### src/rtl/sfs_pkg.sv
package sfs_pkg;
  typedef enum logic [1:0] {
    ST_IDLE  = 2'd0,
    ST_GAP   = 2'd1,
    ST_SHIFT = 2'd2
  } sfs_state_e;
endpackage

### src/rtl/sfs_frame_seq.sv
module sfs_frame_seq
  import sfs_pkg::*;
#(
  parameter int GAP_BITS = 3,
  parameter int PAY_W    = 11
) (
  input  logic sclk,
  input  logic rst,
  input  logic sdi,
  output logic shift_en,
  output logic last_bit
);
  localparam int MAXC = (GAP_BITS > PAY_W) ? GAP_BITS : PAY_W;
  localparam int CW   = $clog2(MAXC + 1);
  localparam logic [CW-1:0] GAP_LAST = (GAP_BITS > 0) ? CW'(GAP_BITS - 1) : '0;
  localparam logic [CW-1:0] PAY_LAST = CW'(PAY_W - 1);

  sfs_state_e      state;
  logic [CW-1:0]   cnt;

  generate
    if (GAP_BITS > 0) begin : g_gap
      always_ff @(negedge sclk) begin
        if (rst) begin
          state <= ST_IDLE;
          cnt   <= '0;
        end else begin
          case (state)
            ST_IDLE: begin
              cnt <= '0;
              if (sdi) state <= ST_GAP;
            end
            ST_GAP: begin
              if (cnt == GAP_LAST) begin
                state <= ST_SHIFT;
                cnt   <= '0;
              end else begin
                cnt <= cnt + 1'b1;
              end
            end
            ST_SHIFT: begin
              if (cnt == PAY_LAST) begin
                state <= ST_IDLE;
                cnt   <= '0;
              end else begin
                cnt <= cnt + 1'b1;
              end
            end
            default: begin
              state <= ST_IDLE;
              cnt   <= '0;
            end
          endcase
        end
      end
    end else begin : g_nogap
      always_ff @(negedge sclk) begin
        if (rst) begin
          state <= ST_IDLE;
          cnt   <= '0;
        end else begin
          case (state)
            ST_IDLE: begin
              cnt <= '0;
              if (sdi) state <= ST_SHIFT;
            end
            ST_SHIFT: begin
              if (cnt == PAY_LAST) begin
                state <= ST_IDLE;
                cnt   <= '0;
              end else begin
                cnt <= cnt + 1'b1;
              end
            end
            default: begin
              state <= ST_IDLE;
              cnt   <= '0;
            end
          endcase
        end
      end
    end
  endgenerate

  always_comb begin
    shift_en = (state == ST_SHIFT);
    last_bit = (state == ST_SHIFT) && (cnt == PAY_LAST);
  end

  // an idle high bit opens a frame
  assert_frame_start_R2: assert property (@(negedge sclk) disable iff (rst)
    (state == ST_IDLE && sdi) |=> (state != ST_IDLE));

  // the gap counter never runs past the gap length
  assert_gap_bound_R3: assert property (@(negedge sclk) disable iff (rst)
    (state == ST_GAP) |-> (int'(cnt) < GAP_BITS));

  // mid-payload bits never reopen framing
  assert_no_restart_R6: assert property (@(negedge sclk) disable iff (rst)
    (state == ST_SHIFT && !last_bit) |=> (state == ST_SHIFT));

  // the port is idle right after the last data bit
  assert_idle_after_last_R7: assert property (@(negedge sclk) disable iff (rst)
    last_bit |=> (state == ST_IDLE));
endmodule

### src/rtl/sfs_shifter.sv
module sfs_shifter #(
  parameter int PAY_W = 11
) (
  input  logic             sclk,
  input  logic             rst,
  input  logic             shift_en,
  input  logic             sdi,
  output logic [PAY_W-2:0] held
);
  generate
    if (PAY_W > 2) begin : g_wide
      always_ff @(negedge sclk) begin
        if (rst)           held <= '0;
        else if (shift_en) held <= {held[PAY_W-3:0], sdi};
      end
    end else begin : g_narrow
      always_ff @(negedge sclk) begin
        if (rst)           held <= '0;
        else if (shift_en) held <= sdi;
      end
    end
  endgenerate
endmodule

### src/rtl/sfs_out_reg.sv
module sfs_out_reg #(
  parameter int ADDR_W = 3,
  parameter int DATA_W = 8
) (
  input  logic                      sclk,
  input  logic                      rst,
  input  logic                      capture,
  input  logic [ADDR_W+DATA_W-1:0]  word,
  output logic                      wr_stb,
  output logic [ADDR_W-1:0]         wr_addr,
  output logic [DATA_W-1:0]         wr_data
);
  always_ff @(negedge sclk) begin
    if (rst) begin
      wr_stb  <= 1'b0;
      wr_addr <= '0;
      wr_data <= '0;
    end else begin
      wr_stb <= capture;
      if (capture) begin
        wr_addr <= word[ADDR_W+DATA_W-1:DATA_W];
        wr_data <= word[DATA_W-1:0];
      end
    end
  end

  // the strobe never lasts two cycles
  assert_single_pulse_R5: assert property (@(negedge sclk) disable iff (rst)
    wr_stb |=> !wr_stb);

  // the presented word holds between strobes
  assert_word_hold_R5: assert property (@(negedge sclk) disable iff (rst)
    !capture |=> ($stable(wr_addr) && $stable(wr_data)));
endmodule

### src/rtl/sfs_wr_port.sv
module sfs_wr_port #(
  parameter int GAP_BITS = 3,
  parameter int ADDR_W   = 3,
  parameter int DATA_W   = 8
) (
  input  logic              sclk,
  input  logic              rst,
  input  logic              sdi,
  output logic              wr_stb,
  output logic [ADDR_W-1:0] wr_addr,
  output logic [DATA_W-1:0] wr_data
);
  localparam int PAY_W = ADDR_W + DATA_W;

  logic             shift_en;
  logic             last_bit;
  logic [PAY_W-2:0] held;
  logic [PAY_W-1:0] word;

  sfs_frame_seq #(.GAP_BITS(GAP_BITS), .PAY_W(PAY_W)) seq_i (
    .sclk(sclk), .rst(rst), .sdi(sdi),
    .shift_en(shift_en), .last_bit(last_bit)
  );

  sfs_shifter #(.PAY_W(PAY_W)) shf_i (
    .sclk(sclk), .rst(rst), .shift_en(shift_en), .sdi(sdi), .held(held)
  );

  assign word = {held, sdi};

  sfs_out_reg #(.ADDR_W(ADDR_W), .DATA_W(DATA_W)) out_i (
    .sclk(sclk), .rst(rst), .capture(last_bit), .word(word),
    .wr_stb(wr_stb), .wr_addr(wr_addr), .wr_data(wr_data)
  );
endmodule

### config.mk
export PLATFORM = sky130hd
export DESIGN_NAME = sfs_wr_port
export DESIGN_NICKNAME = d
export VERILOG_FILES = /design/src/rtl/sfs_pkg.sv /design/src/rtl/sfs_frame_seq.sv /design/src/rtl/sfs_shifter.sv /design/src/rtl/sfs_out_reg.sv /design/src/rtl/sfs_wr_port.sv
export SDC_FILE = /design/constraint.sdc
export NUM_CORES = 1
export LEC_CHECK = 0
export ABC_CLOCK_PERIOD_IN_PS = 2600
export CORE_UTILIZATION = 55
export DETAILED_ROUTE_END_ITERATION = 12
export PLACE_DENSITY = 0.88
export SYNTH_ARGS = -nofsm -noshare
export SYNTH_HDL_FRONTEND = slang
export SYNTH_SLANG_ARGS = --single-unit
### constraint.sdc
create_clock -name sclk -period 2.6 [get_ports sclk]
set_input_delay 0.52 -clock sclk [delete_from_list [all_inputs] [get_ports sclk]]
set_output_delay 0.52 -clock sclk [all_outputs]
set_load 0.05 [all_outputs]
==> flow_metrics.tcl <==
set metrics [dict create \
    port_buffers 14 \
    dp_hpwl_um 1572 \
    slowest_stage "dfxtp_2" \
    syn-mean-instance-area_um2 10.52 \
    grt_pass1_wl_um 4402 \
    worstMarginPinSlew_ns 0.4486 \
    grt_max_degree 17 \
    path_delay_family "flip-flops" \
    rows 15 \
    fin_ws_ns -0.1544 \
    wl_per_cell_um 15.36 \
    dr.first_iter.drc_count 32 \
    syn2layout_area_growth_pct 43.19 \
    htree_levels 1 \
    grt_usage_pct 30.35 \
    clock-root-buffer "clkbuf_4" \
    slew_violations 0 \
    outcome "finished, violations left" \
    synth_seq_cells 28 \
    setup_violations 12 \
    core_um2 1783 \
    total_power_mw 0.8546 \
    required_ns 2.08 \
    grt-ovfl-total 0 \
    final_cell_mix "inv_1 (35), dfxtp_1 (16), nor2_1 (15), buf_12 (12)" \
    worstPathMaxFanout 2 \
    antenna_found_initial 0 \
    cts_tree "done" \
    die_h_um 46.39 \
    antennaDiodeCount 0 \
    clk_latency_ns 0.44 \
    yosys_most_used_dff "dfxtp_1" \
    synth_area_um2 1084 \
    grt_pass1_vias 1080 \
    crit_chain "buf_12" \
    synth_nets 111 \
    layout-drive-gt1-share_pct 24.67 \
    grt_setup_unrepaired "yes" \
    async_reset_ff_share_pct 0 \
    hold_viol_final 0 \
    stdcell_count 175 \
    io_pins 15 \
    slew_headroom_pct 70.06 \
    endpoint_kind "primary output" \
    critPathBufInv 1 \
    cts_buffers 3 \
    start_util_pct 60.77 \
    cts.reportedPaths.clkPinSlew_ns 0.08 \
    hold_path.class "reg2reg" \
    ant_nets 0 \
    p_leak_nw 0.7088 \
    violations "setup timing" \
    synth_cell_types 27 \
    first_pass_iters 4 \
    nets 159 \
    drv_cap 0 \
    yosysWarnings 0 \
    p_per_area_nw_per_um2 550.8 \
    hold_slack_ns 0.4869 \
    vias 935 \
    yosysSeqAreaShare_pct 51.73 \
    die_area_um2 2152 \
    cp.arrival_ns 2.23 \
    syn-instance-count 103 \
    clock_path_buffers 2 \
    synth-edff-count 0 \
    dp.cells 143 \
    fin_skew_ns 0.03567 \
    die_w_um 46.39 \
    route.detailed.drc 0 \
    max_stage_delay_ns 0.36 \
    routed_via_density 5.343 \
    clock_sinks 28 \
    cp-start-kind "flop" \
    peakVddDrop_mv 0.7111 \
    layout_commonest_cell "inv_1" \
    wl_um 2688 \
    routabilityCongestion 0.7229 \
    critPathKind "reg2out" \
]
-- cell usage after synthesis (2+ instances only) --
cell type | instances | area (um^2)
a22o_1 | 10 | 87.58
buf_2 | 3 | 15.01
dfxtp_1 | 28 | 560.5
ha_1 | 5 | 62.56
inv_1 | 8 | 30.03
mux2i_1 | 11 | 110.1
nand2b_1 | 2 | 12.51
nor2_1 | 16 | 60.06
nor2b_1 | 2 | 12.51
-- final timing paths --
check	slack (ns)	to	from	depth (start not counted)
worst max register to register	0.71	seq_i.state[0]$_SDFFE_NP0P_	seq_i.state[0]$_SDFFE_NP0P_	5
worst max-delay path	-0.15	wr_addr[1]	out_i.wr_addr[1]$_SDFFE_NP0P_	1
worst min register to register	0.49	seq_i.cnt[0]$_SDFF_NP0_	seq_i.cnt[0]$_SDFF_NP0_	1
worst min-delay path	0.49	seq_i.cnt[0]$_SDFF_NP0_	seq_i.cnt[0]$_SDFF_NP0_	1
-- flip-flops by register name, summed over array words and instances (netlist names) --
signal         cells
seq_i.cnt          4
out_i.wr_addr      3
shf_i.held        10
out_i.wr_data      8
out_i.wr_stb       1
seq_i.state        2
-- final cells by class --
type	count	area, um^2
clock buffers	3	22.52
inverters	7	26.28
well taps	25	31.28
flip-flops and latches	28	578.1
repair buffers	20	304.0
multi-input cells	63	478.0
fillers	91	231.5
clock inverters	29	111.4
-- power breakdown --
| group | switching [mW] | internal (mW) |
|---|---|---|
| logic | 0.0204 | 0.0172 |
| clock network | 0.268 | 0.116 |
| registers | 0.00210 | 0.431 |
| total | 0.291 | 0.564 |
-- routing by layer --
metal  wire length [um]  track usage [%]
met5                  0                0
met4                 94            20.59
met1               1044            27.14
met3                143            14.12
met2               1406            53.06
-- kinds of logic (layout without fill, tap and decap cells) --
logic type | after synthesis | count (layout) | synth area share [%]
XOR/XNOR | 2 | 2 | 1.617
adder cells (fa/ha/maj) | 5 | 5 | 5.774
buffers and inverters | 12 | 59 | 4.503
AO/OA/AOI/OAI | 15 | 15 | 11.78
flip-flops | 28 | 28 | 51.73
AND/OR/NAND/NOR | 30 | 30 | 14.44
multiplexers | 11 | 11 | 10.16
-- per-stage QoR --
stage,utilization (%),area (um^2),TNS (ns),setup slack (ns)
floorplan,-,1084,0,0.1421
global placement,78.18,1394,-7.141,-0.4610
detailed placement,78.18,1394,-8.556,-0.5564
CTS,86.88,1549,-1.509,-0.1636
global route,87.02,1551,-1.845,-0.1845
finish,87.02,1551,-1.449,-0.1544
-- repair_timing --
action                                  CTS  global route
setup buffers                             1             0
resized for setup                        15             1
hold buffers                              0             0
endpoints found under the setup margin   23            12
No activity file was read; power rests on OpenSTA's default activity.
